==> config.mk <==
export PLATFORM = sky130hd
export DESIGN_NAME = spi_cmdq_master
export DESIGN_NICKNAME = d
export VERILOG_FILES = /design/src/rtl/spiq_pkg.sv /design/src/rtl/spiq_fifo.sv /design/src/rtl/spiq_shifter.sv /design/src/rtl/spi_cmdq_master.sv
export SDC_FILE = /design/constraint.sdc
export NUM_CORES = 1
export LEC_CHECK = 0
export ABC_AREA = 1
export BUFFER_PORTS_ARGS = -buffer_cell sky130_fd_sc_hd__buf_4
export CAP_MARGIN = 20
export CORE_AREA = 8 8 134 105
export CTS_CLUSTER_SIZE = 30
export DETAILED_ROUTE_END_ITERATION = 7
export DIE_AREA = 0 0 142 113
export PLACE_DENSITY = 0.8
export SLEW_MARGIN = 20
export SYNTH_ARGS = -nofsm -noshare
export SYNTH_HDL_FRONTEND = slang
export SYNTH_SLANG_ARGS = --single-unit
export TNS_END_PERCENT = 1
==> constraint.sdc <==
create_clock -name clk_i -period 3.7 [get_ports clk_i]
set_input_delay 0.185 -clock clk_i [delete_from_list [all_inputs] [get_ports clk_i]]
set_output_delay 0.185 -clock clk_i [all_outputs]
set_load 0.02 [all_outputs]
==> src/rtl/spiq_pkg.sv <==
package spiq_pkg;
  localparam int unsigned FRAME_W = 8;

  typedef struct packed {
    logic               hold_cs;
    logic               zero_cnt;
    logic               last;
    logic [FRAME_W-1:0] data;
  } cmd_entry_t;
endpackage

==> src/rtl/spiq_fifo.sv <==
module spiq_fifo #(
  parameter int unsigned W     = 8,
  parameter int unsigned DEPTH = 4,
  localparam int unsigned AW   = $clog2(DEPTH),
  localparam int unsigned LW   = $clog2(DEPTH + 1)
) (
  input  logic          clk_i,
  input  logic          rst_ni,
  input  logic          push_i,
  input  logic [W-1:0]  din_i,
  input  logic          pop_i,
  input  logic          flush_i,
  output logic [W-1:0]  dout_o,
  output logic          full_o,
  output logic          empty_o,
  output logic [LW-1:0] level_o
);
  logic [W-1:0]  mem_q [DEPTH];
  logic [AW-1:0] rd_q, rd_d, wr_q, wr_d;
  logic [LW-1:0] lvl_q, lvl_d;
  logic          wr_en, rd_en;

  assign full_o  = (lvl_q == LW'(DEPTH));
  assign empty_o = (lvl_q == '0);
  assign level_o = lvl_q;
  assign dout_o  = empty_o ? '0 : mem_q[rd_q];
  assign wr_en   = push_i & ~full_o & ~flush_i;
  assign rd_en   = pop_i & ~empty_o & ~flush_i;

  always_comb begin
    rd_d  = rd_q;
    wr_d  = wr_q;
    lvl_d = lvl_q;
    if (flush_i) begin
      rd_d  = '0;
      wr_d  = '0;
      lvl_d = '0;
    end else begin
      if (wr_en) wr_d = (wr_q == AW'(DEPTH - 1)) ? '0 : wr_q + AW'(1);
      if (rd_en) rd_d = (rd_q == AW'(DEPTH - 1)) ? '0 : rd_q + AW'(1);
      lvl_d = lvl_q + LW'(wr_en) - LW'(rd_en);
    end
  end

  always_ff @(posedge clk_i or negedge rst_ni) begin
    if (!rst_ni) begin
      rd_q  <= '0;
      wr_q  <= '0;
      lvl_q <= '0;
    end else begin
      rd_q  <= rd_d;
      wr_q  <= wr_d;
      lvl_q <= lvl_d;
    end
  end

  always_ff @(posedge clk_i) begin
    if (wr_en) mem_q[wr_q] <= din_i;
  end


  no_overflow_chk: assert property (@(posedge clk_i) disable iff (!rst_ni)
    lvl_q <= LW'(DEPTH));


  full_drop_chk: assert property (@(posedge clk_i) disable iff (!rst_ni)
    full_o && push_i && !pop_i && !flush_i |=> lvl_q == $past(lvl_q));


  flush_empty_chk: assert property (@(posedge clk_i) disable iff (!rst_ni)
    flush_i |=> empty_o);
endmodule

==> src/rtl/spiq_shifter.sv <==
module spiq_shifter #(
  parameter int unsigned FRAME_W = 8,
  parameter int unsigned DIV_W   = 8,
  localparam int unsigned PW     = $clog2(2 * FRAME_W)
) (
  input  logic               clk_i,
  input  logic               rst_ni,
  input  logic               start_i,
  input  logic [FRAME_W-1:0] load_i,
  input  logic [DIV_W-1:0]   div_i,
  input  logic               miso_i,
  output logic               sck_o,
  output logic               mosi_o,
  output logic               busy_o,
  output logic               done_o,
  output logic [FRAME_W-1:0] rx_o
);
  logic               busy_q, busy_d, sck_q, sck_d, tick;
  logic [DIV_W-1:0]   hc_q, hc_d, half_lim;
  logic [PW-1:0]      ph_q, ph_d;
  logic [FRAME_W-1:0] txs_q, txs_d, rxs_q, rxs_d;

  assign half_lim = (div_i == '0) ? DIV_W'(1) : div_i;
  assign tick     = busy_q && (hc_q == half_lim - DIV_W'(1));
  assign done_o   = tick && (ph_q == PW'(2 * FRAME_W - 1));
  assign sck_o    = sck_q;
  assign mosi_o   = txs_q[FRAME_W-1];
  assign busy_o   = busy_q;
  assign rx_o     = rxs_q;

  always_comb begin
    busy_d = busy_q;
    sck_d  = sck_q;
    hc_d   = hc_q;
    ph_d   = ph_q;
    txs_d  = txs_q;
    rxs_d  = rxs_q;
    if (!busy_q) begin
      if (start_i) begin
        busy_d = 1'b1;
        txs_d  = load_i;
        hc_d   = '0;
        ph_d   = '0;
        sck_d  = 1'b0;
      end
    end else if (tick) begin
      hc_d  = '0;
      sck_d = ~sck_q;
      ph_d  = ph_q + PW'(1);
      if (!sck_q) rxs_d = {rxs_q[FRAME_W-2:0], miso_i};
      else        txs_d = {txs_q[FRAME_W-2:0], 1'b0};
      if (done_o) busy_d = 1'b0;
    end else begin
      hc_d = hc_q + DIV_W'(1);
    end
  end

  always_ff @(posedge clk_i or negedge rst_ni) begin
    if (!rst_ni) begin
      busy_q <= 1'b0;
      sck_q  <= 1'b0;
      hc_q   <= '0;
      ph_q   <= '0;
      txs_q  <= '0;
      rxs_q  <= '0;
    end else begin
      busy_q <= busy_d;
      sck_q  <= sck_d;
      hc_q   <= hc_d;
      ph_q   <= ph_d;
      txs_q  <= txs_d;
      rxs_q  <= rxs_d;
    end
  end


  sck_idle_chk: assert property (@(posedge clk_i) disable iff (!rst_ni)
    !busy_q |-> !sck_q);


  sck_hold_chk: assert property (@(posedge clk_i) disable iff (!rst_ni)
    busy_q && !tick |=> $stable(sck_q));


  frame_end_chk: assert property (@(posedge clk_i) disable iff (!rst_ni)
    done_o |-> sck_q);
endmodule

==> src/rtl/spi_cmdq_master.sv <==
module spi_cmdq_master
  import spiq_pkg::*;
#(
  parameter int unsigned FIFO_DEPTH = 4,
  parameter int unsigned CNT_W      = 16,
  parameter int unsigned DIV_W      = 8,
  localparam int unsigned LVL_W     = $clog2(FIFO_DEPTH + 1)
) (
  input  logic               clk_i,
  input  logic               rst_ni,
  input  logic [DIV_W-1:0]   div_i,
  input  logic               tx_push_i,
  input  logic [FRAME_W-1:0] tx_data_i,
  input  logic               tx_last_i,
  input  logic               tx_zero_cnt_i,
  input  logic               tx_hold_cs_i,
  output logic               tx_full_o,
  input  logic               rx_pop_i,
  output logic [FRAME_W-1:0] rx_data_o,
  output logic [LVL_W-1:0]   rx_level_o,
  output logic               rx_avail_o,
  input  logic               tx_flush_i,
  input  logic               rx_flush_i,
  input  logic               eoq_clr_i,
  input  logic               cnt_wr_i,
  input  logic [CNT_W-1:0]   cnt_wdata_i,
  output logic [CNT_W-1:0]   xfer_cnt_o,
  output logic               running_o,
  output logic               eoq_flag_o,
  output logic               sck_o,
  output logic               mosi_o,
  input  logic               miso_i,
  output logic               cs_no
);
  cmd_entry_t         push_ent, head_ent;
  logic               tx_empty, rx_empty, rx_full, start;
  logic               eng_busy, eng_done;
  logic [FRAME_W-1:0] eng_rx;
  logic [LVL_W-1:0]   tx_lvl;
  logic               eoq_q, eoq_d, cs_n_q, cs_n_d;
  logic               hold_q, hold_d, last_q, last_d;
  logic [CNT_W-1:0]   cnt_q, cnt_d;

  assign push_ent = '{hold_cs: tx_hold_cs_i, zero_cnt: tx_zero_cnt_i,
                      last: tx_last_i, data: tx_data_i};
  assign start    = ~eng_busy & ~eoq_q & ~tx_empty;

  spiq_fifo #(.W($bits(cmd_entry_t)), .DEPTH(FIFO_DEPTH)) tx_fifo_i (
    .clk_i, .rst_ni, .push_i(tx_push_i), .din_i(push_ent), .pop_i(start),
    .flush_i(tx_flush_i), .dout_o(head_ent), .full_o(tx_full_o),
    .empty_o(tx_empty), .level_o(tx_lvl));

  spiq_fifo #(.W(FRAME_W), .DEPTH(FIFO_DEPTH)) rx_fifo_i (
    .clk_i, .rst_ni, .push_i(eng_done & ~rx_full), .din_i(eng_rx),
    .pop_i(rx_pop_i), .flush_i(rx_flush_i), .dout_o(rx_data_o),
    .full_o(rx_full), .empty_o(rx_empty), .level_o(rx_level_o));

  spiq_shifter #(.FRAME_W(FRAME_W), .DIV_W(DIV_W)) shifter_i (
    .clk_i, .rst_ni, .start_i(start), .load_i(head_ent.data), .div_i,
    .miso_i, .sck_o, .mosi_o, .busy_o(eng_busy), .done_o(eng_done),
    .rx_o(eng_rx));

  always_comb begin
    eoq_d  = eoq_q;
    cs_n_d = cs_n_q;
    hold_d = hold_q;
    last_d = last_q;
    cnt_d  = cnt_q;
    if (eoq_clr_i) eoq_d = 1'b0;
    if (start) begin
      cs_n_d = 1'b0;
      hold_d = head_ent.hold_cs;
      last_d = head_ent.last;
      if (head_ent.zero_cnt) cnt_d = '0;
    end
    if (eng_done) begin
      cnt_d = cnt_q + CNT_W'(1);
      if (!hold_q || last_q) cs_n_d = 1'b1;
      if (last_q) eoq_d = 1'b1;
    end
    if (cnt_wr_i) cnt_d = cnt_wdata_i;
  end

  always_ff @(posedge clk_i or negedge rst_ni) begin
    if (!rst_ni) begin
      eoq_q  <= 1'b0;
      cs_n_q <= 1'b1;
      hold_q <= 1'b0;
      last_q <= 1'b0;
      cnt_q  <= '0;
    end else begin
      eoq_q  <= eoq_d;
      cs_n_q <= cs_n_d;
      hold_q <= hold_d;
      last_q <= last_d;
      cnt_q  <= cnt_d;
    end
  end

  assign xfer_cnt_o = cnt_q;
  assign eoq_flag_o = eoq_q;
  assign running_o  = ~eoq_q;
  assign cs_no      = cs_n_q;
  assign rx_avail_o = ~rx_empty;


  halt_chk: assert property (@(posedge clk_i) disable iff (!rst_ni)
    eoq_q |-> !eng_busy && cs_n_q);


  cs_frame_chk: assert property (@(posedge clk_i) disable iff (!rst_ni)
    eng_busy |-> !cs_n_q);


  count_step_chk: assert property (@(posedge clk_i) disable iff (!rst_ni)
    eng_done && !cnt_wr_i |=> xfer_cnt_o == $past(xfer_cnt_o) + CNT_W'(1));


  zero_start_chk: assert property (@(posedge clk_i) disable iff (!rst_ni)
    start && head_ent.zero_cnt && !cnt_wr_i |=> xfer_cnt_o == '0);


  restart_chk: assert property (@(posedge clk_i) disable iff (!rst_ni)
    eoq_clr_i && !(eng_done && last_q) |=> !eoq_flag_o);


  tx_bound_chk: assert property (@(posedge clk_i) disable iff (!rst_ni)
    tx_lvl <= LVL_W'(FIFO_DEPTH));
endmodule

==> results.py, run 1 <==
metrics = {
    "critical_path": {
        "slowest_stage": "fa_1",
        "cp_max_fo": 11,
        "r2r_end": "rx_fifo_i.level_o[2]",
        "cp_slowest_stage_delay_ps": 370,
        "crit_chain": "buf_4 > nor2_2 > nand2_2 > inv_2 > nand2_2 > nand2_1 > inv_1 > ha_1 > xor2_1 > nand2_1 > inv_1 > nand3_1 > nor2_1 > nand2_1 > nor2_2 > nand4_2 > inv_2 > nand3_2 > inv_1 > ha_1 > inv_1 > fa_1 > xor2_1 > nor2_1",
        "path_class": "input port to flop",
        "r2r-start": "shifter_i.hc_q[5]",
        "cp-end-kind": "flop",
        "crit_top_cell": "inv_1",
        "reg2reg_depth": 14,
        "cp.required_ps": 4000,
        "rrSetupSlack_ps": 1180,
        "cp-start-kind": "input port",
        "critPathArrivalTime_ps": 3110,
        "crit_family": "simple AND/OR/NAND/NOR gates",
        "crit_buf_inv": 7,
    },
    "synth": {
        "synth.mux.area_fraction_pct": 0,
        "yosys-top-cells-area": "edfxtp_1, dfrtp_1, nand2_1",
        "yosysMostFrequentCell": "nand2_1",
        "synth_xor_area_share_pct": 3.398,
        "yosysWarnings": 0,
        "synth_compound_area_share_pct": 8.720,
        "synth-seq-cells": 140,
        "yosysSeqAreaShare_pct": 55.83,
        "synth_cells": 730,
        "synthTopCellsByCount": "nand2_1, nor2_1, inv_1",
        "synthAdderAreaFrac_pct": 3.812,
        "synth-edff-count": 76,
        "syn_avg_cell_area_sq_um": 9.533,
        "netlist.area_leader.share_pct": 32.79,
        "synth_top_area_cell": "edfxtp_1",
        "synth_cell_types": 37,
        "syn_nets": 794,
        "synth-simple-area-share_pct": 21.59,
        "synth_top_family_by_area": "simple AND/OR/NAND/NOR gates",
        "synthFlopType": "edfxtp_1",
        "syn_area_sq_um": 6959,
        "async_flop_share_pct": 45.71,
    },
    "finish": {
        "instances_no_fill": 1021,
        "num_antenna_cells": 0,
        "drive_above_1_share_pct": 18.60,
        "syn_to_final_growth_pct": 23.32,
        "nNetsFinal": 906,
    },
    "clock_tree": {
        "root_buffer": "clkbuf_16",
        "insertion_delay_ps": 420,
        "cts_tree": "built",
        "cts_setup_buffers": 0,
        "cts.sinks": 140,
        "cts_buffer_depth": 2,
        "numCtsBuffers": 17,
        "cts_hold_buf": 30,
        "cts.htree.levels": 4,
        "cts_resized": 0,
        "clk_pin_slew_ps": 60,
    },
    "placement": {
        "place_inst": 958,
        "io_buffers": 77,
        "place_hpwl_um": 10880,
        "gp_congestion": 0.8527,
    },
    "pwr": {
        "leakagePower_nw": 3.880,
        "ir_drop_mv": 0.3324,
        "p_per_area_nw_per_um2": 527.2,
        "intPower_mw": 3.037,
        "p_comb_share_pct": 21.1,
        "p_clk_share_pct": 37.1,
        "pwr-share-seq_pct": 41.8,
        "swShare_pct": 32.88,
        "p_switching_mw": 1.487,
    },
    "outcome": {
        "status": "complete, no violations",
    },
    "drt": {
        "drc": 0,
        "wl_per_cell_um": 15.95,
        "wl_met2_um": 7756,
        "drt_wl_total_um": 16280,
        "dr_wl_met3_um": 1096,
        "antenna_left": 0,
        "drt-vias-per-instance": 5.441,
        "firstDrtPassIters": 5,
        "top_layer": "met4",
        "wl_met1_um": 7247,
        "num_vias": 5555,
        "drt_iter0_markers": 521,
    },
    "sta": {
        "final.min_clock_period_ps": 2809,
        "fmax_mhz": 356.1,
        "fin_skew_ps": 12.14,
        "fin_crit_sh_pct": 75.91,
        "finalHoldViolations": 0,
        "hold_ws_ps": 12.18,
        "rsz0062_at_grt": "no",
        "maxSlewViolCount": 0,
        "finalSetupTns_ps": 0,
        "tightest_slew_ps": 1058,
        "slew_headroom_pct": 29.18,
        "finalSetupViolCount": 0,
    },
    "grt": {
        "grt.overflow.total": 0,
        "antenna_found_initial": 0,
        "grt_pass1_vias": 5533,
        "track_usage_pct": 20.78,
        "grt_pass1_wl_um": 26780,
        "grt_max_degree": 65,
    },
    "worst_hold_path": {
        "min_from": "cnt_wdata_i[10]",
        "min_path_cells": 3,
        "min_path_type": "input port to flop",
        "holdPathEnd": "xfer_cnt_o[10]",
    },
    "die": {
        "die_x_um": 142,
        "die_h_um": 113,
        "num_io_pins": 78,
        "core_sq_um": 11960,
        "start_util_pct": 58.21,
        "rows": 35,
        "die_area_sq_um": 16050,
    },
    "flow_run": {
        "cap_violations": 0,
    },
}
## flip-flops by register name, indices dropped and copies added (netlist names)
register	flops
hold_q	1
eoq_flag_o	1
shifter_i.sck_o	1
xfer_cnt_o	16
rx_fifo_i.wr_q	2
tx_fifo_i.wr_q	2
shifter_i.rx_o	8
shifter_i.hc_q	8
rx_fifo_i.mem_q	32
rx_fifo_i.level_o	3
cs_no	1
tx_fifo_i.mem_q	44
shifter_i.txs_q	8
rx_fifo_i.rd_q	2
shifter_i.busy_o	1
shifter_i.ph_q	4
tx_fifo_i.level_o	3
tx_fifo_i.rd_q	2
last_q	1
## final cells by class
type	instances	area (sq um)
fillers	860	3373
repair buffers	116	945.9
inverters	89	334.1
well taps	166	207.7
multi-input cells	478	2614
clock buffers	17	425.4
clock inverters	15	170.2
flip-flops and latches	140	3885
## how the worst max path moves through the flow
stage | cells after the start | start | endpoint | slack (ps)
2_1_floorplan | 23 | div_i[3] | rx_fifo_i.level_o[2] | 920
3_3_place_gp | 24 | div_i[3] | rx_fifo_i.level_o[2] | 600
3_5_place_dp | 24 | div_i[3] | rx_fifo_i.level_o[2] | 480
4_1_cts | 24 | div_i[3] | rx_fifo_i.level_o[2] | 900
5_1_grt | 26 | div_i[3] | rx_fifo_i.level_o[2] | 560
6_report | 24 | div_i[3] | rx_fifo_i.level_o[2] | 890
## logic make-up after synthesis
logic type	Yosys count
xor gates and xnor gates	27
DFF	140
adders and majority gates	20
and+or+nand+nor	326
buffers and inverters	112
AOI/OAI and AO/OA	105
## layer usage
| metal | vias to the layer above | global-route usage, % |
|---|---|---|
| met1 | 2660 | 26.97 |
| met3 | 17 | 5.175 |
| met4 | 0 | 6.852 |
| li1 | 2667 | - |
| met5 | - | 0 |
| met2 | 211 | 33.48 |
## placed cells by master, fill, tap and decap left out, types with 5 or more instances in the layout
master         Yosys  layout
nor2_1            96      95
o22ai_1           18      18
ha_1              18      18
xor2_1            17      17
o21ai_2            9       9
dlygate4sd3_1      0      30
inv_6              0       5
nand3_1           80      80
xnor2_1           10      10
inv_1             84      84
nand4_1            7       7
a22oi_1            7       7
o21ai_0           54      54
edfxtp_1          76      76
a21oi_1           14      14
nor3_1             6       6
buf_4              3      86
dfrtp_1           63      63
nand2_1          108     108
nand2_2            7       7
nor2_2             6       7
clkbuf_16          0      17
## power by group through the flow
stage / logic [mW] / registers [mW] / clock network (mW)
global placement: 0.888 / 1.91 / 0
finish: 0.956 / 1.89 / 1.68
detailed placement: 0.920 / 1.92 / 0
CTS: 0.958 / 1.89 / 1.70
floorplan: 0.597 / 1.90 / 0
global route: 1.06 / 1.91 / 1.77
## worst min-delay path, cell delays in order
cell and delay, ps:
buf_4 90, nand2_1 50, nand3_1 70
## metrics by stage
| stage | util, % | instance area (sq um) | worst slack (ps) | power, mW |
|---|---|---|---|---|
| after floorplan | - | 6959 | 916.8 | 2.500 |
| after global placement | 64.21 | 7676 | 604.2 | 2.798 |
| after detailed placement | 64.21 | 7676 | 483.0 | 2.840 |
| after CTS | 71.70 | 8572 | 899.7 | 4.548 |
| after global routing | 71.78 | 8582 | 563.7 | 4.746 |
| final | 71.78 | 8582 | 891.4 | 4.524 |
No activity file was read; power rests on OpenSTA's default activity.
==> run 2, diff against run 1 <==
--- a/config.mk
+++ b/config.mk
@@ -8,11 +8,11 @@
 export ABC_AREA = 1
 export BUFFER_PORTS_ARGS = -buffer_cell sky130_fd_sc_hd__buf_4
 export CAP_MARGIN = 20
-export CORE_AREA = 8 8 134 105
+export CORE_AREA = 8 8 135 106
 export CTS_CLUSTER_SIZE = 30
 export DETAILED_ROUTE_END_ITERATION = 7
-export DIE_AREA = 0 0 142 113
-export PLACE_DENSITY = 0.8
+export DIE_AREA = 0 0 143 114
+export PLACE_DENSITY = 0.79
 export SLEW_MARGIN = 20
 export SYNTH_ARGS = -nofsm -noshare
 export SYNTH_HDL_FRONTEND = slang
==> constraint.sdc (replaced) <==
create_clock -name clk_i -period 2.71 [get_ports clk_i]
set_input_delay 0.1355 -clock clk_i [delete_from_list [all_inputs] [get_ports clk_i]]
set_output_delay 0.1355 -clock clk_i [all_outputs]
set_load 0.02 [all_outputs]
==> run 2 against run 1 <==
  * Cell area grew 2.6%
  * Via count up 1.4%
  * Die area grew 1.6%
  * Clock-buffer cell count stayed put
  * First-iteration DRC count fell by 7.1%
  * Cell count rose by 2.5%
  * Clock skew shrank 0.58 ps
  * Worst hold slack improved by 55 ps
  * Combinational power rose by 44%
  * Power grew 38%
  * Critical path type unchanged
  * Critical endpoint unchanged
  * Largest cell class unchanged
  * Highest routed layer unchanged
==> results.py, run 2 (synthesis results as in run 1) <==
metrics = {
    "outcome": {
        "status": "complete, no violations",
    },
    "pwr": {
        "ir_drop_mv": 0.4442,
        "pwr-share-seq_pct": 41.0,
        "leakagePower_nw": 4.000,
        "intPower_mw": 4.187,
        "p_comb_share_pct": 22.1,
        "p_switching_mw": 2.050,
        "p_per_area_nw_per_um2": 708.6,
        "swShare_pct": 32.87,
        "p_clk_share_pct": 37.0,
    },
    "sta": {
        "fmax_mhz": 403.3,
        "finalSetupViolCount": 0,
        "finalHoldViolations": 0,
        "slew_headroom_pct": 43.22,
        "fin_skew_ps": 11.55,
        "fin_crit_sh_pct": 91.49,
        "final.min_clock_period_ps": 2479,
        "tightest_slew_ps": 851.6,
        "finalSetupTns_ps": 0,
        "maxSlewViolCount": 0,
    },
    "drt": {
        "firstDrtPassIters": 5,
        "wl_per_cell_um": 15.83,
        "antenna_left": 0,
        "drt_wl_total_um": 16580,
        "drt-vias-per-instance": 5.378,
        "num_vias": 5631,
        "drt_iter0_markers": 484,
        "drc": 0,
    },
    "grt": {
        "grt.overflow.total": 0,
        "track_usage_pct": 20.99,
        "grt_pass1_vias": 5695,
        "grt_max_degree": 65,
        "grt_pass1_wl_um": 27220,
        "antenna_found_initial": 0,
    },
    "die": {
        "num_io_pins": 78,
        "die_area_sq_um": 16300,
        "core_sq_um": 12040,
        "start_util_pct": 57.79,
        "rows": 35,
        "die_x_um": 143,
        "die_h_um": 114,
    },
    "finish": {
        "syn_to_final_growth_pct": 26.47,
        "final_util_pct": 73.08,
        "largest_reg_flops": 44,
        "num_antenna_cells": 0,
        "drive_above_1_share_pct": 21.00,
        "top_register": "tx_fifo_i.mem_q",
        "nNetsFinal": 932,
        "layout_commonest_cell": "buf_4",
        "layout_common_cells": "buf_4, nand2_1, nor2_1",
    },
    "critical_path": {
        "cp.required_ps": 3070,
        "cp-start-kind": "input port",
        "critPathArrivalTime_ps": 2840,
        "cp-end-kind": "flop",
        "cp_max_fo": 2,
        "path_class": "input port to flop",
    },
    "clock_tree": {
        "cts_buffer_depth": 2,
        "cts_tree": "built",
        "root_buffer": "clkbuf_16",
        "cts.htree.levels": 4,
        "cts.sinks": 140,
        "insertion_delay_ps": 430,
        "clk_pin_slew_ps": 70,
        "cts_setup_buffers": 0,
        "numCtsBuffers": 17,
    },
    "placement": {
        "place_hpwl_um": 11130,
        "gp_congestion": 0.8454,
        "io_buffers": 77,
    },
    "flow_run": {
        "cap_violations": 0,
    },
    "worst_hold_path": {
        "min_path_type": "input port to flop",
    },
}
## run 2: cell count changes in the layout (fill, tap and decap cells not counted), sizes merged
cell / previous run / this run
buf: 86 / 110
clkinv: 8 / 7
dlygate4sd3: 30 / 32
inv: 95 / 96
## run 2: final timing paths
kind                       cells past startpoint              endpoint               start  slack (ps)
hold reg to reg                                2    shifter_i.txs_q[6]  shifter_i.txs_q[6]         490
setup reg to reg                              18  rx_fifo_i.level_o[2]   shifter_i.hc_q[4]         290
hold / removal                                 4     tx_fifo_i.wr_q[1]           tx_push_i          70
max in group asynchronous                      2         xfer_cnt_o[6]              rst_ni        1790
setup / recovery                              24  rx_fifo_i.level_o[2]            div_i[5]         230
min in group asynchronous                      2     shifter_i.hc_q[5]              rst_ni         340
## run 2: worst max-delay path: stages
cell	delay (ps)
buf_4	120
nor2_1	120
nand2_2	80
inv_2	50
nand2_2	40
nand2_1	70
inv_1	50
ha_2	330
xor2_2	180
nand2_1	90
inv_1	60
nand3_1	70
nor2_1	90
nand2_1	70
nor2_2	160
nand4_4	100
inv_2	80
nand3_2	60
inv_1	70
ha_1	140
inv_1	50
fa_1	370
xor2_1	170
nor2_1	90
## run 2: through the flow
stage                     setup slack [ps]  std cells  power (mW)  hold slack [ps]  instance area (sq um)
after detailed placement            -182.3        983       3.904            287.1                   7873
after global routing                -28.70       1047       6.527            78.69                   8801
final                                230.7       1047       6.237            66.95                   8801
after floorplan                      16.92        730       3.415           -160.1                   6968
after global placement               14.37        983       3.854            281.7                   7873
after CTS                            217.5       1047       6.250            51.74                   8783
## run 2: metal layers
layer  routed length, um  vias up  GRT usage, %  part of all wire (%)
li1                    -     2718             -                     -
met2                8042      205         34.09                    49
met5                   0        -             0                     0
met3                1075       28         4.758                   6.5
met4                 257        0         8.757                   1.6
met1                7200     2680         26.57                    43
## run 2: area by class of cell
class                      count  area [sq um]
multi-input combinational    478          2638
inverter                      89         334.1
tap                          166         207.7
timing repair buffer         142          1146
fill                         834          3242
sequential                   140          3885
clock inverter                15         165.2
clock buffer                  17         425.4
## run 2: repair_timing
action,in CTS,in global routing
gates resized for setup,0,4
endpoints found under the hold margin,130,0
endpoints found under the setup margin,0,1
hold buffers,32,0
## run 2: power groups by stage
stage	sequential (mW)	clock, mW	combinational, mW
final	2.55	2.31	1.38
after global routing	2.57	2.41	1.54
after CTS	2.55	2.33	1.37
after detailed placement	2.59	0	1.31
after global placement	2.58	0	1.27
after floorplan	2.60	0	0.817
==> run 3, diff against run 2 <==
--- a/config.mk
+++ b/config.mk
@@ -13,6 +13,7 @@
 export DETAILED_ROUTE_END_ITERATION = 7
 export DIE_AREA = 0 0 143 114
 export PLACE_DENSITY = 0.79
+export SETUP_SLACK_MARGIN = 0.4
 export SLEW_MARGIN = 20
 export SYNTH_ARGS = -nofsm -noshare
 export SYNTH_HDL_FRONTEND = slang
==> run 3 against run 2 <==
  * Clock power is essentially flat
  * First-iteration DRC count shrank 5.8%
  * Combinational power grew 4%
  * Largest cell class unchanged
  * Routed wire length grew 0.45%
  * Worst hold slack lost 33 ps
  * Clock-buffer cell count is the same
  * Core utilization grew 1.1 points
  * Sequential share of layout area shrank 0.63 points
  * Maximum frequency grew 0.84%
==> results.py, run 3 (synthesis results as in run 1) <==
metrics = {
    "finish": {
        "nNetsFinal": 939,
        "layout_commonest_cell": "buf_4",
        "syn_to_final_growth_pct": 28.34,
        "largest_reg_flops": 44,
        "drive_above_1_share_pct": 23.09,
        "top_register": "tx_fifo_i.mem_q",
        "num_antenna_cells": 0,
        "instances_no_fill": 1054,
        "final_util_pct": 74.16,
        "layout_common_cells": "buf_4, nand2_1, nor2_1",
    },
    "worst_hold_path": {
        "min_path_type": "input port to flop",
        "min_path_cells": 4,
        "min_from": "tx_push_i",
        "holdPathEnd": "tx_fifo_i.wr_q[0]",
    },
    "placement": {
        "gp_congestion": 0.8987,
        "place_inst": 979,
        "place_hpwl_um": 11050,
        "io_buffers": 77,
    },
    "critical_path": {
        "cp-start-kind": "input port",
        "slowest_stage": "fa_2",
        "rrSetupSlack_ps": 260,
        "crit_family": "simple AND/OR/NAND/NOR gates",
        "path_class": "input port to flop",
        "cp.required_ps": 3050,
        "r2r_end": "rx_fifo_i.level_o[2]",
        "crit_top_cell": "inv_2",
        "critPathArrivalTime_ps": 2800,
        "cp_max_fo": 2,
        "r2r-start": "shifter_i.hc_q[1]",
        "cp_slowest_stage_delay_ps": 340,
        "cp.depth": 24,
        "cp-end-kind": "flop",
        "crit_buf_inv": 7,
        "crit_chain": "buf_4 > nor2_4 > nand2_2 > inv_2 > nand2_2 > nand2_2 > inv_2 > ha_4 > xor2_4 > nand2_1 > inv_1 > nand3_1 > nor2_1 > nand2_1 > nor2_2 > nand4_4 > inv_2 > nand3_2 > inv_2 > ha_4 > inv_2 > fa_2 > xor2_1 > nor2_1",
        "reg2reg_depth": 16,
    },
    "pwr": {
        "leakagePower_nw": 4.032,
        "ir_drop_mv": 0.4930,
        "p_per_area_nw_per_um2": 709.7,
    },
    "drt": {
        "drt_iter0_markers": 456,
        "antenna_left": 0,
        "drt-vias-per-instance": 5.405,
        "firstDrtPassIters": 7,
        "num_vias": 5697,
        "drc": 0,
        "wl_per_cell_um": 15.80,
        "drt_wl_total_um": 16650,
    },
    "grt": {
        "grt_max_degree": 65,
        "grt_pass1_vias": 5679,
        "grt.overflow.total": 0,
        "grt_pass1_wl_um": 27230,
        "track_usage_pct": 21.00,
        "antenna_found_initial": 0,
    },
    "sta": {
        "fin_crit_sh_pct": 90.72,
        "fmax_mhz": 406.7,
        "slew_headroom_pct": 43.06,
        "rsz0062_at_grt": "yes",
        "tightest_slew_ps": 854.1,
        "finalHoldViolations": 0,
        "finalSetupTns_ps": 0,
        "maxSlewViolCount": 0,
        "fin_skew_ps": 8.389,
        "hold_ws_ps": 34.24,
        "finalSetupViolCount": 0,
        "final.min_clock_period_ps": 2459,
    },
    "clock_tree": {
        "insertion_delay_ps": 420,
        "cts_buffer_depth": 2,
        "clk_pin_slew_ps": 60,
        "cts.sinks": 140,
        "cts.htree.levels": 4,
        "cts_tree": "built",
        "root_buffer": "clkbuf_16",
        "numCtsBuffers": 17,
    },
    "outcome": {
        "status": "complete, no violations",
    },
    "die": {
        "die_h_um": 114,
        "num_io_pins": 78,
        "core_sq_um": 12040,
        "die_x_um": 143,
        "die_area_sq_um": 16300,
        "rows": 35,
        "start_util_pct": 57.79,
    },
    "flow_run": {
        "cap_violations": 0,
    },
}
run 3: changes by cell type in the layout (fill, tap and decap cells not counted), sizes merged:
| cell | previous run | this run |
|---|---|---|
| buf | 110 | 117 |
| inv | 96 | 94 |
| bufinv | 0 | 1 |
| clkinv | 7 | 8 |
run 3: final cells by class:
cell class | instances | area, sq um
clock inverters | 15 | 173.9
well taps | 166 | 207.7
multi-input cells | 478 | 2694
fillers | 813 | 3112
flip-flops and latches | 140 | 3886
inverters | 89 | 334.1
clock buffers | 17 | 425.4
repair buffers | 149 | 1210
run 3: report_power, final:
part / internal (mW) / switching [mW] / total, mW
clock: 1.32 / 1.01 / 2.33
sequential: 2.40 / 0.169 / 2.57
combinational: 0.597 / 0.847 / 1.44
run 3: stage by stage:
stage                     cell area, sq um  power [mW]  setup slack (ps)
after floorplan                       6978       3.417             67.19
after global placement                7853       3.853             20.41
after detailed placement              7853       3.905            -162.4
after CTS                             8833       6.296             364.7
after global routing                  8931       6.634             73.59
final                                 8931       6.338             251.4
run 3: worst min-delay path, delay by kind of cell:
| kind | cells | cell delay [ps] |
|---|---|---|
| AO/OA/AOI/OAI | 1 | 60 |
| AND/OR/NAND/NOR | 2 | 120 |
| buffers and inverters | 1 | 80 |
run 3: worst max-delay path by stage:
stage | from | to
finish | div_i[4] | rx_fifo_i.level_o[2]
detailed placement | div_i[1] | rx_fifo_i.level_o[2]
global placement | div_i[1] | rx_fifo_i.level_o[2]
floorplan | div_i[1] | rx_fifo_i.level_o[2]
CTS | div_i[2] | rx_fifo_i.level_o[2]
global route | div_i[3] | rx_fifo_i.level_o[2]
run 3: routing by layer:
| layer | global-route usage [%] | share of wire [%] | up-vias |
|---|---|---|---|
| met5 | 0 | 0 | - |
| met4 | 7.062 | 1.5 | 0 |
| met3 | 5.467 | 6.9 | 27 |
| met2 | 33.14 | 48 | 226 |
| met1 | 27.59 | 44 | 2702 |
| li1 | - | - | 2742 |
run 3: what timing repair did:
action / 4_1_cts / 5_1_grt
setup buffers: 4 / 7
pin swaps: 5 / 15
resized for setup: 10 / 10
hold buffers: 32 / 0
setup endpoints to repair: 4 / 36
gates cloned: 0 / 0
hold endpoints to repair: 130 / 0
